`config.mk`:
```
export PLATFORM = sky130hd
export DESIGN_NAME = pwm_ext_timer
export DESIGN_NICKNAME = d
export VERILOG_FILES = /design/src/rtl/pwm_ext_timer.sv
export SDC_FILE = /design/constraint.sdc
export NUM_CORES = 1
export LEC_CHECK = 0
export CAP_MARGIN = 20
export CORE_MARGIN = 2
export CORE_UTILIZATION = 49
export CTS_BUF_LIST = sky130_fd_sc_hd__clkbuf_2
export DETAILED_ROUTE_END_ITERATION = 8
export GPL_ROUTABILITY_DRIVEN = 0
export PLACE_DENSITY = 0.81
export RECOVER_POWER = 25
export SETUP_SLACK_MARGIN = 0.1
export SLEW_MARGIN = 5
export SYNTH_ARGS = -nofsm -noshare
export SYNTH_HDL_FRONTEND = slang
export SYNTH_SLANG_ARGS = --single-unit
```
`constraint.sdc`:
```
create_clock -name clk -period 7.9 [get_ports clk]
set_input_delay 1.58 -clock clk [delete_from_list [all_inputs] [get_ports clk]]
set_output_delay 1.58 -clock clk [all_outputs]
set_load 0.01 [all_outputs]
```
`src/rtl/pwm_ext_timer.sv`:
```
module pwm_ext_timer #(
  parameter int CNT_W = 16,
  parameter int PRE_W = 8
) (
  input  logic             clk,
  input  logic             rst_n,
  input  logic             mode_wr,
  input  logic [1:0]       mode_in,
  input  logic             load_wr,
  input  logic [CNT_W-1:0] load_in,
  input  logic             match_wr,
  input  logic [CNT_W-1:0] match_in,
  input  logic             pre_wr,
  input  logic [PRE_W-1:0] pre_in,
  input  logic             prem_wr,
  input  logic [PRE_W-1:0] prem_in,
  input  logic             en_wr,
  input  logic             en_in,
  output logic             timeout,
  output logic             pwm_out
);
  localparam int W = CNT_W + PRE_W;
  localparam logic [1:0] MODE_ONE = 2'b01;
  localparam logic [1:0] MODE_PWM = 2'b10;

  logic [1:0]       mode_r;
  logic             en_r;
  logic [CNT_W-1:0] ld_sh, mt_sh;
  logic [PRE_W-1:0] pr_sh, pm_sh, act_pre, psc;
  logic [W-1:0]     act_match, cnt;

  wire is_pwm = (mode_r == MODE_PWM);
  wire is_one = (mode_r == MODE_ONE);
  wire [W-1:0] nxt_load  = is_pwm ? {pr_sh, ld_sh} : {{PRE_W{1'b0}}, ld_sh};
  wire [W-1:0] nxt_match = {pm_sh, mt_sh};
  wire start = en_wr && en_in && !en_r;
  wire tick  = is_pwm || (psc == '0);

  assign pwm_out = en_r && is_pwm && ((act_match == '0) || (cnt > act_match));

  always_ff @(posedge clk or negedge rst_n) begin
    if (!rst_n) begin
      mode_r    <= '0;
      en_r      <= 1'b0;
      ld_sh     <= '0;
      mt_sh     <= '0;
      pr_sh     <= '0;
      pm_sh     <= '0;
      act_pre   <= '0;
      psc       <= '0;
      act_match <= '0;
      cnt       <= '0;
      timeout   <= 1'b0;
    end else begin
      timeout <= 1'b0;
      if (load_wr)  ld_sh <= load_in;
      if (match_wr) mt_sh <= match_in;
      if (pre_wr)   pr_sh <= pre_in;
      if (prem_wr)  pm_sh <= prem_in;
      if (mode_wr && !en_r) mode_r <= mode_in;

      if (en_wr && !en_in) begin
        en_r <= 1'b0;
      end else if (start) begin
        en_r      <= 1'b1;
        cnt       <= nxt_load;
        act_match <= nxt_match;
        act_pre   <= pr_sh;
        psc       <= pr_sh;
      end else if (en_r) begin
        if (!is_pwm) psc <= (psc == '0) ? act_pre : psc - 1'b1;
        if (tick) begin
          if (cnt == '0) begin
            timeout <= 1'b1;
            if (is_one) begin
              en_r <= 1'b0;
            end else begin
              cnt       <= nxt_load;
              act_match <= nxt_match;
              act_pre   <= pr_sh;
              psc       <= pr_sh;
            end
          end else begin
            cnt <= cnt - 1'b1;
          end
        end
      end
    end
  end

  // no main-counter step while the divider is still counting
  a_r2_div_hold: assert property (@(posedge clk) disable iff (!rst_n)
    (en_r && !en_wr && !is_pwm && psc != '0) |=> $stable(cnt));

  // the PWM count falls by one every clock
  a_r3_pwm_step: assert property (@(posedge clk) disable iff (!rst_n)
    (en_r && !en_wr && is_pwm && cnt != '0) |=> (cnt == $past(cnt) - 1'b1));

  // a disabled channel holds its count and stays quiet
  a_r5_hold_off: assert property (@(posedge clk) disable iff (!rst_n)
    (!en_r && !en_wr) |=> ($stable(cnt) && !timeout));

  // the active compare value only changes at a reload or an enable
  a_r6_match_hold: assert property (@(posedge clk) disable iff (!rst_n)
    (en_r && !en_wr && cnt != '0) |=> $stable(act_match));

  // a one-shot expiry leaves the channel disabled
  a_r7_oneshot_stop: assert property (@(posedge clk) disable iff (!rst_n)
    (timeout && is_one) |-> !en_r);
endmodule

```
After elaboration in Yosys (flattened, before gate mapping)
Index checks and enable logic that the tools add are counted.
{ "op_classes": {"add_sub_neg": 2, "order_cmp": 1, "eq_ne": 4, "muxes": 34, "bitwise_logic": 1, "reduce_logical": 19} }
{ "op_table": {"columns": ["operator", "n"], "rows": [
  ["24-bit 2-to-1 mux", 11],
  ["8-bit 2-to-1 mux", 12],
  ["24-bit zero test", 2],
  ["24-bit greater-than comparator", 1],
  ["24-bit by 1-bit subtractor with 24-bit output (second input constant)", 1],
  ["1-bit 2-to-1 mux", 11],
  ["8-bit zero test", 1],
  ["8-bit by 1-bit subtractor with 8-bit output (second input constant)", 1],
  ["1-bit logical AND", 6],
  ["2-bit nonzero test", 3],
  ["5-bit AND reduction", 1],
  ["4-bit AND reduction", 1],
  ["3-bit inequality test (second input constant)", 1],
  ["2-bit by 1-bit == test with 1-bit output (second input constant)", 1],
  ["2-bit == test (second input constant)", 1],
  ["1-bit zero test", 2],
  ["1-bit logical OR", 2],
  ["2-bit by 1-bit inequality test with 1-bit output (second input constant)", 1],
  ["2-bit AND reduction", 1],
  ["1-bit NOT", 1]
]} }
{ "totals": {"reg_bits": 116, "input_bits": 59, "output_inout_bits": 2, "elab_cells": 72} }

Longest topological paths before layout
{ "depth": {"ltp_word": 8, "depth_mapped": 11, "depth_no_buf": 8} }

Least setup slack after synthesis
No wires, ideal clock.
{ "synth_timing": {"path_type": "register -> output", "start": "register cnt[22]", "end": "output pwm_out", "arrival_ns": 1.723, "required_time_ns": 6.320, "setup_slack_ns": 4.597, "path_stages_with_launch": 8, "path_buffers": 0, "cell_sequence": "dfrtp_1 -> ha_1 -> nand4_1 -> nor4_1 -> nand3_1 -> nor3_1 -> nor3_1 -> a21o_1"} }
{ "synth_via": {"elab_chain_len": 3} }
{ "synth_lines": {"columns": ["item", "line_no", "rtl"], "rows": [
  ["start, declared", "30", "logic [W-1:0] act_match, cnt;"],
  ["start signal, assigned", "66", "cnt <= nxt_load;"],
  ["start signal, assigned", "78", "cnt <= nxt_load;"],
  ["start signal, assigned", "84", "cnt <= cnt - 1'b1;"],
  ["24-bit greater-than comparator", "39", "assign pwm_out = en_r && is_pwm && ((act_match == '0) || (cnt > act_match));"],
  ["1-bit logical OR", "39", null],
  ["1-bit logical AND", "39", null],
  ["end, declared", "20", "output logic pwm_out"]
]} }
No other way between the ends.

Final worst setup path
Ends and elaborated chain as after synthesis.

==> results.sh <==
export IMPL_gr_max_usage_layer="met2"
export IMPL_cts_tree="built"
export IMPL_synth_ff_type="dfrtp_1"
export IMPL_slew_headroom_pct=-56.4
export IMPL_synth_edf_count=0
export IMPL_grt_pass1_wl_mm=23.4
export IMPL_path_cells="ha_1, nand4_1, nor4_1, nand3_1, nor3_1, nor3_1, a21o_1, clkdlybuf4s50_1"
export IMPL_power_per_cell_area_nw_per_um2=280
export IMPL_num_io_pins=61
export IMPL_final_common_cell="dfrtp_1"
export IMPL_cts_setup_buffers=0
export IMPL_route_vias_total=4902
export IMPL_drive_gt1_share_pct=18.3
export IMPL_syn_area_um2=6180
export IMPL_endpoint_kind="output port"
export IMPL_clk_latency_ns=0.69
export IMPL_ys_types=63
export IMPL_antenna_found_initial=0
export IMPL_grt_util_met3_pct=5.03
export IMPL_utilization_pct=57.3
export IMPL_p_total_mw=2.00
export IMPL_dp_hpwl_mm=10.1
export IMPL_max_freq_mhz=205
export IMPL_use_met1_pct=28.1
export IMPL_worstMarginPinSlew_ns=2.35
export IMPL_critPathLaunchType="flip-flop"
export IMPL_die_x_um=116
export IMPL_grt_pass1_vias=4828
export IMPL_use_met2_pct=37.4
export IMPL_antennaDiodeCount=0
export IMPL_p_leak_nw=3.02
export IMPL_grt_usage_pct=22.4
export IMPL_maxCapViolCount=1
export IMPL_finClkSkew_ns=0.0279
export IMPL_arrival_ns=3.31
export IMPL_post_place_cells=779
export IMPL_syn_inst=572
export IMPL_finalSetupViolations=0
export IMPL_vdd_drop_max_v=0.000138
export IMPL_coreArea_um2=12500
export IMPL_syn_nets=659
export IMPL_place_ws_ns=3.40
export IMPL_layout_common_cells="dfrtp_1 (116), clkdlybuf4s50_1 (56), mux2_2 (48)"
export IMPL_min_period_over_period_pct=61.9
export IMPL_status="complete, but fails checks"
export IMPL_final_cells=811
export IMPL_cts_max_level=4
export IMPL_hold_viol_final=0
export IMPL_avgSynthCellArea_um2=10.8
export IMPL_grt_setup_unrepaired="false"
export IMPL_final_setup_tns_ns=0
export IMPL_portBuffers=60
export IMPL_nets=713
export IMPL_synth_ff_latch_count=116
export IMPL_drt_first_pass_iters=6
export IMPL_yosysSeqAreaShare_pct=47.0
export IMPL_dieArea_um2=13500
export IMPL_cts_sinks=116
export IMPL_slew_viol_final=46
export IMPL_routedWlPerCell_um=17.4
export IMPL_areaGrowthSynthToFinish_pct=15.5
export IMPL_worst_slack_ns=3.01
export IMPL_crit_path_frequent_cell="nor3_1"
export IMPL_holdWs_ns=0.488
export IMPL_crit_type="flip-flop to output port"
export IMPL_hold_class="flip-flop to flip-flop"
export IMPL_cts_resized=0
export IMPL_cp_max_fo=6
export IMPL_place_area_um2=6900
export IMPL_max_stage_delay_ns=0.51
export IMPL_drtIter0Drc=573
export IMPL_synth_async_reset_ratio_pct=100
export IMPL_numCtsBuffers=17
export IMPL_die_y_um=116
export IMPL_cts_hold_buf=0
export IMPL_drc=0
export IMPL_cts_root_buf="clkbuf_2"
export IMPL_fin_crit_ns=4.89
export IMPL_routed_via_density=6.04
export IMPL_rows=41
export IMPL_design_area_um2=7140
export IMPL_slowest_stage="dfrtp_1"
export IMPL_clockBufferDepth=2
export IMPL_ant_nets=0
export IMPL_clk_pin_slew_worst_paths_ns=0.17
export IMPL_grt_max_degree=73
export IMPL_initial_core_util_pct=49.6
export IMPL_drt_wl_total_mm=14.2
export IMPL_cp_required_ns=6.32
export IMPL_ys_warn_count=0
export IMPL_violations="capacitance limit, slew limit"
export IMPL_grt_overflow=0
## sequential cells by signal (all words and copies together) (netlist names)
| signal | flops |
|---|---|
| act_pre | 8 |
| timeout | 1 |
| mode_r | 2 |
| en_r | 1 |
| psc | 8 |
| mt_sh | 16 |
| pr_sh | 8 |
| cnt | 24 |
| act_match | 24 |
| ld_sh | 16 |
| pm_sh | 8 |
## cell type report
class / instances / area (µm²)
fillers: 1038 / 5330
multi-input cells: 386 / 3000
flip-flops and latches: 116 / 2900
repair buffers: 66 / 639
well taps: 172 / 215
inverters: 39 / 146
clock inverters: 11 / 135
clock buffers: 21 / 105
## final timing paths
| kind | start | end | slack, ns | cells past startpoint |
|---|---|---|---|---|
| setup / recovery | cnt[22] | pwm_out | 3.01 | 8 |
| hold / removal | pm_sh[4] | act_match[20] | 0.49 | 1 |
| setup reg to reg | psc[0] | act_pre[4] | 4.04 | 9 |
| hold reg to reg | pm_sh[4] | act_match[20] | 0.49 | 1 |
| max in group asynchronous | rst_n | mode_r[0] | 4.42 | 2 |
| min in group asynchronous | rst_n | pm_sh[1] | 1.57 | 1 |
## critical path, delay by kind of cell (launching register included)
family          cells  cell delay (ns)
simple gates        5             1.10
flops               1             0.51
buf+inv             1             0.47
fa+ha+maj           1             0.33
compound gates      1             0.20
## metal layers
layer	part of all wire [%]	routed length [µm]
met2	50	7120
met5	0	0
met1	41	5820
met3	6.0	848
met4	2.6	364
## Yosys cell counts, drive strengths merged, types with 3 or more instances
library cell,count,share of area [%]
clkbuf,17,1.0
a2bb2oi,4,0.57
ha,28,5.7
nor4,17,2.0
dfrtp,116,47
o22ai,4,0.40
nand4,10,1.0
mux2,78,15
nor2b,4,0.40
a31oi,15,1.8
a22oi,5,0.61
a21oi,42,3.5
nor2,31,1.9
a211oi,3,0.36
o22a,3,0.43
or4,3,0.43
a32oi,3,0.43
o211ai,3,0.36
o21ai,37,3.0
inv,39,2.4
or3,3,0.30
nor3,15,1.2
buf,14,1.5
a21o,4,0.49
nand2,23,1.4
and3,3,0.30
o221ai,3,0.43
nand2b,3,0.30
nand3,14,1.1
mux2i,3,0.49
## report_power, final
group          total [mW]  leakage [nW]  switching, mW  internal (mW)
registers           0.952          1.38          0.198          0.754
clock network       0.402         0.145          0.224          0.178
logic               0.643          1.49          0.319          0.324
## cell families (layout without fill, tap and decap cells)
family	after synthesis	after routing	synth area share, %
AO/OA/AOI/OAI	143	143	14.9
multiplexers	81	81	15.9
buffers and inverters	70	137	4.86
adder cells (fa/ha/maj)	29	29	5.83
AND/OR/NAND/NOR	133	133	11.5
flip-flops	116	116	47.0
Note: power is estimated with default switching activity, not from simulation.
